`src/rtl/usbft_pkg.sv`:
```
package usbft_pkg;
   localparam int unsigned SEL_W    = 3;
   localparam int unsigned DATA_W   = 32;
   localparam int unsigned TGL_BIT  = 31;
   localparam int unsigned LDP_LSB  = 16;

   typedef enum logic [SEL_W-1:0] {
      SEL_INTERVAL = 3'd0,
      SEL_PSTART   = 3'd1,
      SEL_LSTHR    = 3'd2,
      SEL_REMAIN   = 3'd3,
      SEL_FNUM     = 3'd4
   } reg_sel_e;
endpackage

```
`src/rtl/usbft_cfg_regs.sv`:
```
module usbft_cfg_regs
   import usbft_pkg::*;
#(
   parameter int unsigned FI_W   = 14,
   parameter int unsigned LDP_W  = 15,
   parameter int unsigned LS_W   = 12,
   parameter int unsigned FI_RST = 11999,
   parameter int unsigned LS_RST = 1576
) (
   input  logic              clk,
   input  logic              rst_n,
   input  logic              we,
   input  logic [SEL_W-1:0]  wsel,
   input  logic [DATA_W-1:0] wdata,
   output logic [FI_W-1:0]   fi,
   output logic [LDP_W-1:0]  ldp_init,
   output logic              itgl,
   output logic [FI_W-1:0]   pstart,
   output logic [LS_W-1:0]   lsthr
);
   always_ff @(posedge clk) begin
      if (!rst_n) begin
         fi       <= FI_W'(FI_RST);
         ldp_init <= '0;
         itgl     <= 1'b0;
         pstart   <= '0;
         lsthr    <= LS_W'(LS_RST);
      end else if (we) begin
         case (wsel)
            SEL_INTERVAL: begin
               fi       <= wdata[FI_W-1:0];
               ldp_init <= wdata[LDP_LSB +: LDP_W];
               itgl     <= wdata[TGL_BIT];
            end
            SEL_PSTART: pstart <= wdata[FI_W-1:0];
            SEL_LSTHR:  lsthr  <= wdata[LS_W-1:0];
            default: ;
         endcase
      end
   end
endmodule

```
`src/rtl/usbft_frame_ctr.sv`:
```
module usbft_frame_ctr #(
   parameter int unsigned FI_W = 14,
   parameter int unsigned FN_W = 16
) (
   input  logic            clk,
   input  logic            rst_n,
   input  logic            tick,
   input  logic            oper,
   input  logic [FI_W-1:0] fi,
   input  logic            itgl,
   output logic [FI_W-1:0] rem,
   output logic            rtgl,
   output logic [FN_W-1:0] fnum,
   output logic            load,
   output logic            sof
);
   logic oper_q;
   logic entry;
   logic expire;

   assign entry  = oper & ~oper_q;
   assign expire = oper & tick & (rem == '0);
   assign load   = entry | expire;

   always_ff @(posedge clk) begin
      if (!rst_n) begin
         oper_q <= 1'b0;
         rem    <= '0;
         rtgl   <= 1'b0;
         fnum   <= '0;
         sof    <= 1'b0;
      end else begin
         oper_q <= oper;
         sof    <= load;
         if (load) begin
            rem  <= fi;
            rtgl <= itgl;
            fnum <= fnum + 1'b1;
         end else if (oper && tick) begin
            rem  <= rem - 1'b1;
         end
      end
   end
endmodule

```
`src/rtl/usbft_sat_down.sv`:
```
module usbft_sat_down #(
   parameter int unsigned W        = 15,
   parameter bit          SATURATE = 1'b1
) (
   input  logic         clk,
   input  logic         rst_n,
   input  logic         load,
   input  logic [W-1:0] load_val,
   input  logic         dec,
   output logic [W-1:0] cnt
);
   logic [W-1:0] nxt;

   generate
      if (SATURATE) begin : g_sat
         assign nxt = (cnt == '0) ? cnt : cnt - 1'b1;
      end else begin : g_wrap
         assign nxt = cnt - 1'b1;
      end
   endgenerate

   always_ff @(posedge clk) begin
      if (!rst_n)    cnt <= '0;
      else if (load) cnt <= load_val;
      else if (dec)  cnt <= nxt;
   end
endmodule

```
`src/rtl/usbft_window.sv`:
```
module usbft_window #(
   parameter int unsigned FI_W = 14,
   parameter int unsigned LS_W = 12
) (
   input  logic            clk,
   input  logic            rst_n,
   input  logic            oper,
   input  logic            load,
   input  logic [FI_W-1:0] rem,
   input  logic [FI_W-1:0] pstart,
   input  logic [LS_W-1:0] lsthr,
   output logic            pgo,
   output logic            ls_ok
);
   logic [FI_W-1:0] thr_ext;
   assign thr_ext = FI_W'(lsthr);
   assign ls_ok   = oper & (rem > thr_ext);

   always_ff @(posedge clk) begin
      if (!rst_n)                     pgo <= 1'b0;
      else if (load)                  pgo <= 1'b0;
      else if (oper && rem <= pstart) pgo <= 1'b1;
   end
endmodule

```
`src/rtl/usb_frame_timer.sv`:
```
module usb_frame_timer
   import usbft_pkg::*;
#(
   parameter int unsigned FI_W    = 14,
   parameter int unsigned FN_W    = 16,
   parameter int unsigned LDP_W   = 15,
   parameter int unsigned LS_W    = 12,
   parameter int unsigned FI_RST  = 11999,
   parameter int unsigned LS_RST  = 1576,
   parameter bit          LDP_SAT = 1'b1
) (
   input  logic              clk,
   input  logic              rst_n,
   input  logic              bit_tick,
   input  logic              run_oper,
   input  logic              cfg_we,
   input  logic [SEL_W-1:0]  cfg_wsel,
   input  logic [DATA_W-1:0] cfg_wdata,
   input  logic [SEL_W-1:0]  cfg_rsel,
   output logic [DATA_W-1:0] cfg_rdata,
   output logic [FI_W-1:0]   remain_cnt,
   output logic              remain_tgl,
   output logic [FN_W-1:0]   frame_num,
   output logic              sof_pulse,
   output logic [LDP_W-1:0]  ldp_count,
   output logic              periodic_go,
   output logic              ls_allowed
);
   localparam int unsigned FI_MAX = (1 << FI_W) - 1;

   generate
      if (FI_W < 2 || FI_W > LDP_LSB) begin : g_bad_fi
         initial $fatal(1, "FI_W out of range");
      end
      if (LDP_W < 1 || LDP_LSB + LDP_W > TGL_BIT) begin : g_bad_ldp
         initial $fatal(1, "LDP_W out of range");
      end
      if (LS_W < 1 || LS_W > FI_W) begin : g_bad_ls
         initial $fatal(1, "LS_W out of range");
      end
      if (FN_W < 1 || FN_W > DATA_W) begin : g_bad_fn
         initial $fatal(1, "FN_W out of range");
      end
      if (FI_RST > FI_MAX) begin : g_bad_rst
         initial $fatal(1, "FI_RST does not fit");
      end
   endgenerate

   logic [FI_W-1:0]  cfg_fi;
   logic [LDP_W-1:0] cfg_ldp;
   logic             cfg_itgl;
   logic [FI_W-1:0]  cfg_pstart;
   logic [LS_W-1:0]  cfg_lsthr;
   logic             frame_load;
   logic             count_en;

   usbft_cfg_regs #(
      .FI_W(FI_W), .LDP_W(LDP_W), .LS_W(LS_W),
      .FI_RST(FI_RST), .LS_RST(LS_RST)
   ) u_regs (
      .clk(clk), .rst_n(rst_n), .we(cfg_we), .wsel(cfg_wsel),
      .wdata(cfg_wdata), .fi(cfg_fi), .ldp_init(cfg_ldp),
      .itgl(cfg_itgl), .pstart(cfg_pstart), .lsthr(cfg_lsthr)
   );

   usbft_frame_ctr #(.FI_W(FI_W), .FN_W(FN_W)) u_frame (
      .clk(clk), .rst_n(rst_n), .tick(bit_tick), .oper(run_oper),
      .fi(cfg_fi), .itgl(cfg_itgl), .rem(remain_cnt),
      .rtgl(remain_tgl), .fnum(frame_num), .load(frame_load),
      .sof(sof_pulse)
   );

   assign count_en = run_oper & bit_tick;

   usbft_sat_down #(.W(LDP_W), .SATURATE(LDP_SAT)) u_ldp (
      .clk(clk), .rst_n(rst_n), .load(frame_load), .load_val(cfg_ldp),
      .dec(count_en), .cnt(ldp_count)
   );

   usbft_window #(.FI_W(FI_W), .LS_W(LS_W)) u_win (
      .clk(clk), .rst_n(rst_n), .oper(run_oper), .load(frame_load),
      .rem(remain_cnt), .pstart(cfg_pstart), .lsthr(cfg_lsthr),
      .pgo(periodic_go), .ls_ok(ls_allowed)
   );

   always_comb begin
      cfg_rdata = '0;
      case (cfg_rsel)
         SEL_INTERVAL: begin
            cfg_rdata[FI_W-1:0]          = cfg_fi;
            cfg_rdata[LDP_LSB +: LDP_W]  = cfg_ldp;
            cfg_rdata[TGL_BIT]           = cfg_itgl;
         end
         SEL_PSTART: cfg_rdata[FI_W-1:0] = cfg_pstart;
         SEL_LSTHR:  cfg_rdata[LS_W-1:0] = cfg_lsthr;
         SEL_REMAIN: begin
            cfg_rdata[FI_W-1:0] = remain_cnt;
            cfg_rdata[TGL_BIT]  = remain_tgl;
         end
         SEL_FNUM:   cfg_rdata[FN_W-1:0] = frame_num;
         default: ;
      endcase
   end
endmodule

```
`config.mk`:
```
export PLATFORM = sky130hd
export DESIGN_NAME = usb_frame_timer
export DESIGN_NICKNAME = d
export VERILOG_FILES = /design/src/rtl/usbft_pkg.sv /design/src/rtl/usbft_cfg_regs.sv /design/src/rtl/usbft_frame_ctr.sv /design/src/rtl/usbft_sat_down.sv /design/src/rtl/usbft_window.sv /design/src/rtl/usb_frame_timer.sv
export SDC_FILE = /design/constraint.sdc
export NUM_CORES = 1
export LEC_CHECK = 0
export BUFFER_PORTS_ARGS = -buffer_cell sky130_fd_sc_hd__buf_2
export CORE_ASPECT_RATIO = 1.1
export CORE_UTILIZATION = 55
export CTS_BUF_LIST = sky130_fd_sc_hd__clkbuf_4 sky130_fd_sc_hd__clkbuf_8
export DETAILED_ROUTE_END_ITERATION = 10
export GPL_ROUTABILITY_DRIVEN = 1
export GPL_TIMING_DRIVEN = 0
export PLACE_DENSITY = 0.8
export SKIP_LAST_GASP = 1
export SLEW_MARGIN = 20
export SYNTH_ARGS = -nofsm -noshare
export SYNTH_HDL_FRONTEND = slang
export SYNTH_SLANG_ARGS = --single-unit
```
`constraint.sdc`:
```
create_clock -name clk -period 2.51 [get_ports clk]
set_clock_uncertainty 0.05 [all_clocks]
set_input_delay 0.1255 -clock clk [delete_from_list [all_inputs] [get_ports clk]]
set_output_delay 0.1255 -clock clk [all_outputs]
set_load 0.01 [all_outputs]
```
==> results.sh, run 1 <==
export IMPL_hp_class="input pin to flop"
export IMPL_antenna_cells=0
export IMPL_globalplace_congestion=0.956
export IMPL_syn_inst=739
export IMPL_synth_edff_count=0
export IMPL_io_buffer_count=118
export IMPL_fin_crit_sh=0.964
export IMPL_layout_drive_gt1_share=0.177
export IMPL_viasPerCell=6.13
export IMPL_power_switching_mw=1.18
export IMPL_drt_wl_total_um=19100
export IMPL_firstDrtPassIters=5
export IMPL_drtIter0Drc=529
export IMPL_critPathLaunchType="flop"
export IMPL_ir_drop_mv=0.280
export IMPL_top_layer_used="met4"
export IMPL_rsz0062_at_grt="no"
export IMPL_yosysTopAreaCellShare=0.368
export IMPL_crit_path_max_incr_delay_ns=0.45
export IMPL_crit_chain="ha_1 > and3_1 > a221oi_2 > o21ai_0 > o221a_2 > buf_2"
export IMPL_status="finished clean"
export IMPL_hold_violations=0
export IMPL_p_comb_frac=0.200
export IMPL_worstSetupPathType="flop to output pin"
export IMPL_setup_tns_ns=0
export IMPL_start_util=0.572
export IMPL_grt_usage=0.355
export IMPL_clock_fmax_mhz=413
export IMPL_ys_flop_type="dfxtp_1"
export IMPL_switching_share=0.322
export IMPL_pwr_share_clk=0.292
export IMPL_synth_top_area_cell="dfxtp_1"
export IMPL_cts_buffers=9
export IMPL_crit_buf_inv=1
export IMPL_wl_met3_um=1280
export IMPL_power_density_nw_per_um2=524
export IMPL_die_area_um2=10800
export IMPL_r2r_start="u_frame.rem[0]$_SDFFE_PN0P_"
export IMPL_slew_limit_headroom=0.453
export IMPL_synth_distinct_cells=60
export IMPL_cts_sinks=105
export IMPL_slowest_stage="dfxtp_2"
export IMPL_synthTopCellsByArea="dfxtp_1 37%, nand2_1 9.4%, a21oi_1 6.7%, ha_1 6.6%, o21ai_0 3.1%"
export IMPL_cp_arrival_ns=2.24
export IMPL_fin_cells=1023
export IMPL_pwr_share_seq=0.507
export IMPL_grt_max_degree=19
export IMPL_first_global_vias=6046
export IMPL_end_kind="output pin"
export IMPL_ys_seq_area_frac=0.368
export IMPL_ant_nets=0
export IMPL_htreeDepth=3
export IMPL_synthTopCellsByCount="143 x nand2_1, 105 x dfxtp_1, 76 x a21oi_1"
export IMPL_synth_most_common_cell="nand2_1"
export IMPL_p_leak_nw=2.87
export IMPL_post_route_drc_count=0
export IMPL_hpwl_um=13900
export IMPL_core_area_um2=9980
export IMPL_syn_num_nets=812
export IMPL_row_count=38
export IMPL_overflow=0
export IMPL_cts_path_max_buffers=2
export IMPL_yosys_warnings=0
export IMPL_vias=6268
export IMPL_setup_viol=0
export IMPL_root_buffer="clkbuf_8"
export IMPL_syn_to_final_growth_pct=22.1
export IMPL_syn_avg_cell_area_um2=7.72
export IMPL_min_period_ns=2.42
export IMPL_wl_met1_um=7570
export IMPL_syn_area_um2=5710
export IMPL_hp_start="rst_n"
export IMPL_clk_insertion_delay_late_ns=0.39
export IMPL_cp_required_ns=2.33
export IMPL_antenna_found_initial=0
export IMPL_crit_family="compound AO/OA/AOI/OAI gates"
export IMPL_die_height_um=109
export IMPL_cts_setup_buffers=0
export IMPL_tightest_slew_ns=0.813
export IMPL_nets=971
export IMPL_clkSlewWorstSetupHoldPaths_ns=0.11
export IMPL_cts_tree="built"
export IMPL_synthArstFlopShare=0
export IMPL_cp_max_fo=7
export IMPL_fp_dieW_um=99.1
export IMPL_placed_cells=977
export IMPL_drv_cap=0
export IMPL_wl_met2_um=9070
export IMPL_startpoint="u_frame.rem[9]$_SDFFE_PN0P_"
export IMPL_synth_seq_cells=105
export IMPL_grt_pass1_wl_um=29200
export IMPL_wl_per_cell_um=18.7
export IMPL_ios=124
export IMPL_p_int_mw=2.47
export IMPL_maxSlewViolCount=0
## cells in the final DEF (no fill, tap or decap), types with 3 or more instances in the layout
cell	netlist	routed
a211oi_1	11	11
a21o_1	3	3
a21oi_1	76	76
a22oi_1	22	22
a311oi_1	6	6
and2_1	18	18
and3_1	8	8
and4_1	3	3
buf_2	5	123
clkbuf_1	36	35
clkbuf_8	0	11
dfxtp_1	105	101
dfxtp_2	0	4
dlygate4sd3_1	0	30
ha_1	30	30
inv_1	37	37
mux2i_1	8	8
nand2_1	143	143
nand2b_1	6	6
nand3_1	28	28
nand4_1	10	10
nor2_1	41	41
nor2b_1	4	4
nor3_1	8	8
nor3b_1	3	3
nor4_1	6	6
o211ai_1	5	5
o21ai_0	35	35
o22ai_1	11	11
or3_1	13	13
or4_1	3	3
xnor2_1	10	10
xor2_1	11	11
## worst paths after layout
| kind | slack, ns | end | depth (start not counted) |
|---|---|---|---|
| max | 0.09 | ls_allowed | 6 |
| min | 0.02 | u_frame.fnum[6]$_SDFFE_PN0P_ | 3 |
| max reg2reg | 0.17 | u_ldp.cnt[4]$_SDFFE_PN0P_ | 7 |
| min reg2reg | 0.42 | u_regs.lsthr[11]$_SDFFE_PN0P_ | 2 |
## cell families (layout without fill, tap and decap cells)
family	count (synthesis)	after routing	synth area share
multiplexers	10	10	0.0199
adder cells (fa/ha/maj)	30	30	0.0658
flip-flops	105	105	0.368
XOR/XNOR	21	21	0.0322
buffers and inverters	82	246	0.0557
AO/OA/AOI/OAI	182	182	0.194
AND/OR/NAND/NOR	309	309	0.264
## state kept, by name, indices dropped and copies added (netlist names)
signal	cells
u_regs.ldp_init	15
u_frame.sof	1
u_win.pgo	1
u_regs.fi	14
u_regs.itgl	1
u_frame.oper_q	1
u_regs.lsthr	12
u_frame.rtgl	1
u_ldp.cnt	15
u_frame.rem	14
u_regs.pstart	14
u_frame.fnum	16
## routing by layer
metal | global-route usage | vias up
met5 | 0 | -
met4 | 0.253 | 0
met3 | 0.0609 | 90
met2 | 0.609 | 342
met1 | 0.403 | 2927
li1 | - | 2909
## repair_timing
action                                  4_1_cts  5_1_grt
hold endpoints to repair                     56        0
hold buffers                                 30        0
endpoints found under the setup margin        2       12
gates resized for setup                       4        3
## cell type report
class | instances | area (µm²)
Buffer | 44 | 176
Clock buffer | 11 | 151
Clock inverter | 5 | 47.5
Fill cell | 827 | 3020
Inverter | 38 | 143
Multi-Input combinational cell | 552 | 3300
Sequential cell | 105 | 2110
Tap cell | 120 | 150
Timing Repair Buffer | 148 | 891
## tightest hold or removal path, stage by stage
cell and delay (ns):
buf_2 0.14, nand2b_1 0.08, mux2i_1 0.06
## per-stage QoR
step,setup slack [ns],power [mW],hold WS (ns),util,instance area [µm²]
finish,0.0903,3.65,0.0173,0.698,6970
global route,0.0162,3.78,0.0395,0.698,6970
CTS,0.0467,3.62,0.0115,0.696,6950
detailed placement,0.0197,2.55,0.318,0.646,6450
global placement,0.0512,2.53,0.314,0.646,6450
floorplan,0.550,2.28,0.200,-,5710
## power by group through the flow
stage                     Clock, mW  Combinational [mW]  Sequential (mW)
final                          1.07               0.731             1.85
after global routing           1.13               0.798             1.86
after CTS                      1.07               0.707             1.85
after detailed placement          0               0.668             1.89
after global placement            0               0.645             1.88
after floorplan                   0               0.411             1.87
No activity file was read; power rests on OpenSTA's default activity.
==> run 2: changes to the inputs <==
--- a/config.mk
+++ b/config.mk
@@ -12,9 +12,10 @@
 export DETAILED_ROUTE_END_ITERATION = 10
 export GPL_ROUTABILITY_DRIVEN = 1
 export GPL_TIMING_DRIVEN = 0
-export PLACE_DENSITY = 0.8
+export PLACE_DENSITY = 0.78
 export SKIP_LAST_GASP = 1
 export SLEW_MARGIN = 20
 export SYNTH_ARGS = -nofsm -noshare
 export SYNTH_HDL_FRONTEND = slang
+export SYNTH_HIERARCHICAL = 1
 export SYNTH_SLANG_ARGS = --single-unit
==> results.sh, run 2 <==
export IMPL_final_cell_mix="133 x buf_2, 103 x nand2_1, 91 x dfxtp_1"
export IMPL_ys_seq_area_frac=0.322
export IMPL_p_leak_nw=3.31
export IMPL_setup_viol=0
export IMPL_synth_edff_count=0
export IMPL_ir_drop_mv=0.327
export IMPL_yosysTopAreaCellShare=0.322
export IMPL_io_buffer_count=120
export IMPL_crit_chain="or4_1 > buf_2 > or4_4 > buf_6 > a211oi_1 > mux2i_1"
export IMPL_globalplace_congestion=0.999
export IMPL_syn_to_final_growth_pct=22.4
export IMPL_syn_area_um2=6520
export IMPL_syn_avg_cell_area_um2=8.65
export IMPL_die_height_um=116
export IMPL_firstDrtPassIters=4
export IMPL_maxSlewViolCount=0
export IMPL_tightest_slew_ns=0.670
export IMPL_worstHoldPathCells=2
export IMPL_grt_max_degree=19
export IMPL_overflow=0
export IMPL_fillCellCount=963
export IMPL_hp_start="run_oper"
export IMPL_nets=997
export IMPL_cts_buffers=9
export IMPL_synth_seq_cells=105
export IMPL_fin_crit_sh=1.00
export IMPL_drv_cap=0
export IMPL_root_buffer="clkbuf_8"
export IMPL_crit_family="simple AND/OR/NAND/NOR gates"
export IMPL_layout_drive_gt1_share=0.248
export IMPL_end_kind="flop"
export IMPL_ys_flop_type="dfxtp_1"
export IMPL_r2r_setup_slack_ns=0.00009
export IMPL_largest_reg_flops=16
export IMPL_clkSlewWorstSetupHoldPaths_ns=0.12
export IMPL_first_global_vias=6102
export IMPL_cts_path_max_buffers=2
export IMPL_synth_top_area_cell="dfxtp_1"
export IMPL_fp_dieW_um=106
export IMPL_power_density_nw_per_um2=474
export IMPL_synthTopCellsByArea="dfxtp_1 32%, mux2i_1 11%, nand2_1 5.9%, ha_1 5.8%, nor2b_1 3.1%"
export IMPL_start_util=0.568
export IMPL_syn_num_nets=827
export IMPL_antenna_found_initial=0
export IMPL_p_int_mw=2.53
export IMPL_pwr_share_seq=0.488
export IMPL_power_switching_mw=1.26
export IMPL_vias=6481
export IMPL_post_route_drc_count=0
export IMPL_pwr_share_clk=0.280
export IMPL_finish_utilization=0.695
export IMPL_grt_usage=0.344
export IMPL_place_area_um2=7320
export IMPL_cp_max_fo=9
export IMPL_ant_nets=0
export IMPL_clock_fmax_mhz=398
export IMPL_ios=124
export IMPL_worstSetupPathType="flop to flop"
export IMPL_critPathLaunchType="flop"
export IMPL_mostFrequentLayoutCell="buf_2"
export IMPL_wl_per_cell_um=19.7
export IMPL_syn_inst=754
export IMPL_switching_share=0.331
export IMPL_synthTopCellsByCount="105 x dfxtp_1, 103 x nand2_1, 71 x mux2i_1"
export IMPL_r2r_start="u_frame/rem[3]$_SDFFE_PN0P_"
export IMPL_hpwl_um=15700
export IMPL_status="finished clean"
export IMPL_cp_required_ns=2.79
export IMPL_synth_distinct_cells=66
export IMPL_antenna_cells=0
export IMPL_min_period_ns=2.51
export IMPL_r2r_end="u_frame/fnum[14]$_SDFFE_PN0P_"
export IMPL_die_area_um2=12300
export IMPL_synthArstFlopShare=0
export IMPL_clk_insertion_delay_late_ns=0.41
export IMPL_cts_sinks=105
export IMPL_ff2ff_path_depth=6
export IMPL_htreeDepth=3
export IMPL_whs_ns=0.0441
export IMPL_largestRegisters="u_frame/fnum: 16 flops, u_ldp/cnt: 15 flops, u_regs/ldp_init: 15 flops"
export IMPL_cts_tree="built"
export IMPL_hp_class="input pin to flop"
export IMPL_grt_pass1_wl_um=32100
export IMPL_drtIter0Drc=448
export IMPL_slowest_stage="or4_4"
export IMPL_cp_arrival_ns=2.79
export IMPL_max_flop_register="u_frame/fnum"
export IMPL_total_power_mw=3.79
export IMPL_p_comb_frac=0.232
export IMPL_seqCellArea_um2=2130
export IMPL_drt_wl_total_um=21300
export IMPL_final_cell_area_um2=7980
export IMPL_crit_path_max_incr_delay_ns=0.56
export IMPL_synth_most_common_cell="dfxtp_1"
export IMPL_crit_buf_inv=2
export IMPL_hold_violations=0
export IMPL_slew_limit_headroom=0.549
export IMPL_row_count=41
export IMPL_multi_input_area_um2=4050
export IMPL_core_area_um2=11500
export IMPL_worstHoldEndpoint="u_frame/oper_q$_SDFF_PN0_"
export IMPL_fin_cells=1079
export IMPL_viasPerCell=6.01
export IMPL_yosys_warnings=6
export IMPL_placed_cells=1024
run 2: layer usage:
layer	wire length, µm	up-vias	global-route usage
li1	-	3051	-
met5	0	-	0
met2	10400	268	0.605
met1	8760	3103	0.405
met4	809	0	0.165
met3	1320	59	0.0692
run 2: how the worst max path moves through the flow:
| stage | startpoint | cells after the start | endpoint |
|---|---|---|---|
| 5_1_grt | u_frame/rem[3]$_SDFFE_PN0P_ | 7 | u_frame/fnum[10]$_SDFFE_PN0P_ |
| 3_3_place_gp | u_frame/rem[6]$_SDFFE_PN0P_ | 9 | u_ldp/cnt[12]$_SDFFE_PN0P_ |
| 6_report | u_frame/rem[3]$_SDFFE_PN0P_ | 6 | u_frame/fnum[14]$_SDFFE_PN0P_ |
| 2_1_floorplan | u_frame/rem[6]$_SDFFE_PN0P_ | 8 | u_ldp/cnt[13]$_SDFFE_PN0P_ |
| 4_1_cts | u_frame/rem[10]$_SDFFE_PN0P_ | 6 | ls_allowed |
| 3_5_place_dp | u_frame/rem[6]$_SDFFE_PN0P_ | 9 | u_ldp/cnt[12]$_SDFFE_PN0P_ |
run 2: timing repair:
action | in CTS | in global routing
resized for setup | 26 | 18
setup buffers | 4 | 5
hold buffers | 30 | 0
endpoints found under the hold margin | 56 | 0
pin swaps | 1 | 4
setup endpoints to repair | 35 | 27
run 2: logic make-up after synthesis:
family / synth area share
mux: 0.137
xor+xnor: 0.0175
compound gates: 0.149
flops: 0.322
simple gates: 0.251
buf+inv: 0.0658
fa+ha+maj: 0.0575
run 2: layout make-up:
class	count	share of cell area
buffer	51	0.0398
clock buffer	10	0.0172
clock inverter	6	0.00596
inverter	38	0.0183
multi-input combinational	560	0.507
sequential	105	0.266
tap	150	0.0235
timing repair buffer	159	0.121
run 2: power groups by stage:
| stage | registers, mW | clock network, mW | logic, mW |
|---|---|---|---|
| 5_1_grt | 1.86 | 1.13 | 0.950 |
| 6_report | 1.85 | 1.06 | 0.878 |
| 4_1_cts | 1.84 | 1.05 | 0.837 |
| 3_5_place_dp | 1.88 | 0 | 0.775 |
| 3_3_place_gp | 1.88 | 0 | 0.756 |
| 2_1_floorplan | 1.87 | 0 | 0.520 |
run 2: stage by stage:
step | worst slack (ns) | setup TNS [ns]
floorplan | 0.0354 | 0
global placement | -0.528 | -7.10
detailed placement | -0.598 | -8.06
CTS | 0.00238 | 0
global route | -0.0371 | -0.204
finish | 0.0000864 | 0
run 2: worst register-to-register path, stage by stage (launching register included):
cell and delay, ns:
dfxtp_4 0.39, or4_1 0.52, buf_2 0.18, or4_4 0.56, buf_6 0.17, a211oi_1 0.35, mux2i_1 0.23
==> run 3: changes to the inputs <==
--- a/config.mk
+++ b/config.mk
@@ -7,12 +7,12 @@
 export LEC_CHECK = 0
 export BUFFER_PORTS_ARGS = -buffer_cell sky130_fd_sc_hd__buf_2
 export CORE_ASPECT_RATIO = 1.1
-export CORE_UTILIZATION = 55
+export CORE_UTILIZATION = 40
 export CTS_BUF_LIST = sky130_fd_sc_hd__clkbuf_4 sky130_fd_sc_hd__clkbuf_8
 export DETAILED_ROUTE_END_ITERATION = 10
 export GPL_ROUTABILITY_DRIVEN = 1
 export GPL_TIMING_DRIVEN = 0
-export PLACE_DENSITY = 0.78
+export PLACE_DENSITY = 0.6
 export SKIP_LAST_GASP = 1
 export SLEW_MARGIN = 20
 export SYNTH_ARGS = -nofsm -noshare
==> results.sh, run 3 (synthesis gave the netlist of run 2 again) <==
export IMPL_largest_reg_flops=16
export IMPL_total_power_mw=3.84
export IMPL_hp_class="input pin to flop"
export IMPL_pre_cts_ws_ns=-0.672
export IMPL_maxSlewViolCount=0
export IMPL_crit_chain="or4_1 > buf_4 > or4_4 > buf_6 > buf_2 > a21oi_1 > a211oi_1"
export IMPL_cp_required_ns=2.71
export IMPL_antenna_found_initial=0
export IMPL_crit_path_max_incr_delay_ns=0.55
export IMPL_min_period_ns=2.45
export IMPL_power_switching_mw=1.22
export IMPL_drtIter0Drc=305
export IMPL_fp_dieW_um=124
export IMPL_max_flop_register="u_frame/fnum"
export IMPL_vias=6165
export IMPL_crit_buf_inv=3
export IMPL_finish_utilization=0.513
export IMPL_ant_nets=0
export IMPL_end_kind="flop"
export IMPL_drv_cap=0
export IMPL_worstSetupPathType="flop to flop"
export IMPL_slowest_stage="or4_4"
export IMPL_fin_crit_sh=0.975
export IMPL_firstDrtPassIters=5
export IMPL_ir_drop_mv=0.292
export IMPL_antenna_cells=0
export IMPL_wl_per_cell_um=18.7
export IMPL_tightest_slew_ns=0.701
export IMPL_switching_share=0.319
export IMPL_layout_drive_gt1_share=0.260
export IMPL_grt_max_degree=18
export IMPL_grt_usage=0.257
export IMPL_p_comb_frac=0.229
export IMPL_mostFrequentLayoutCell="buf_2"
export IMPL_slew_limit_headroom=0.528
export IMPL_die_area_um2=16800
export IMPL_final_cell_mix="132 x buf_2, 103 x nand2_1, 89 x dfxtp_1"
export IMPL_nets=997
export IMPL_io_buffer_count=120
export IMPL_rsz0062_at_grt="yes"
export IMPL_clock_fmax_mhz=409
export IMPL_hold_violations=0
export IMPL_overflow=0
export IMPL_first_global_vias=5836
export IMPL_p_int_mw=2.61
export IMPL_critPathLaunchType="flop"
export IMPL_htreeDepth=3
export IMPL_post_route_worst_setup_slack_ns=0.0630
export IMPL_cp_arrival_ns=2.65
export IMPL_drt_wl_total_um=21100
export IMPL_cts_path_max_buffers=2
export IMPL_cts_sinks=105
export IMPL_die_height_um=136
export IMPL_pwr_share_seq=0.482
export IMPL_root_buffer="clkbuf_8"
export IMPL_crit_family="simple AND/OR/NAND/NOR gates"
export IMPL_row_count=48
export IMPL_clk_insertion_delay_late_ns=0.40
export IMPL_setup_viol=0
export IMPL_cp_max_fo=10
export IMPL_p_leak_nw=3.33
export IMPL_cts_tree="built"
export IMPL_viasPerCell=5.47
export IMPL_globalplace_congestion=0.900
export IMPL_largestRegisters="u_frame/fnum: 16 flops, u_ldp/cnt: 15 flops, u_regs/ldp_init: 15 flops"
export IMPL_cts_buffers=9
export IMPL_pwr_share_clk=0.290
export IMPL_syn_to_final_growth_pct=24.3
export IMPL_power_density_nw_per_um2=473
export IMPL_post_route_drc_count=0
export IMPL_fillCellCount=1559
export IMPL_ios=124
export IMPL_status="finished clean"
export IMPL_clkSlewWorstSetupHoldPaths_ns=0.11
export IMPL_hpwl_um=15900
export IMPL_start_util=0.413
export IMPL_core_area_um2=15800
export IMPL_grt_pass1_wl_um=32400
[run 3: cell types whose count changed in the layout (fill, tap and decap cells not counted), moves of 2 or more]
cell,previous run,this run
dfxtp_2,11,13
dfxtp_1,91,89
o21ai_2,3,5
a21oi_1,29,22
a21oi_2,3,10
[run 3: worst paths after layout]
| check | slack, ns | startpoint | depth (start not counted) | to |
|---|---|---|---|---|
| worst max-delay path | 0.06 | u_frame/rem[2]$_SDFFE_PN0P_ | 7 | u_frame/rem[8]$_SDFFE_PN0P_ |
| worst min-delay path | 0.04 | run_oper | 2 | u_frame/oper_q$_SDFF_PN0_ |
| worst min register to register | 0.42 | u_regs/ldp_init[14]$_SDFFE_PN0P_ | 2 | u_regs/ldp_init[14]$_SDFFE_PN0P_ |
| worst max register to register | 0.06 | u_frame/rem[2]$_SDFFE_PN0P_ | 7 | u_frame/rem[8]$_SDFFE_PN0P_ |
[run 3: final cells by class]
| class | instances | area, µm² | area share |
|---|---|---|---|
| clock buffers | 10 | 131 | 0.0162 |
| inverters | 38 | 146 | 0.0181 |
| multi-input cells | 560 | 4080 | 0.504 |
| clock inverters | 5 | 61.3 | 0.00756 |
| repair buffers | 159 | 968 | 0.119 |
| plain buffers | 51 | 338 | 0.0417 |
| well taps | 200 | 250 | 0.0309 |
| flip-flops and latches | 105 | 2130 | 0.263 |
[run 3: power by group through the flow]
stage                     clock, mW  sequential, mW  combinational [mW]
final                          1.11            1.85               0.877
after global routing           1.20            1.86               0.967
after CTS                      1.14            1.85               0.844
after detailed placement          0            1.89               0.780
after global placement            0            1.89               0.777
after floorplan                   0            1.87               0.520
[run 3: metrics by stage]
stage	instances	hold slack, ns	TNS [ns]	cell area (µm²)
global placement	1074	0.326	-9.37	7380
detailed placement	1074	0.332	-9.43	7380
finish	1128	0.0431	0	8110
floorplan	754	0.197	0	6530
CTS	1122	0.0281	-0.0518	8030
global route	1128	0.0363	-0.0317	8110
[run 3: per-layer routing]
metal / global-route usage / routed length, µm / vias up
li1: - / - / 3045
met1: 0.339 / 9760 / 2922
met2: 0.421 / 9940 / 164
met3: 0.0298 / 823 / 34
met4: 0.104 / 573 / 0
met5: 0 / 0 / -
[run 3: repair_timing]
action	4_1_cts	5_1_grt
pin swaps	1	4
resized for setup	45	18
setup buffers	3	6
hold endpoints to repair	56	0
hold buffers	30	0
endpoints found under the setup margin	37	36
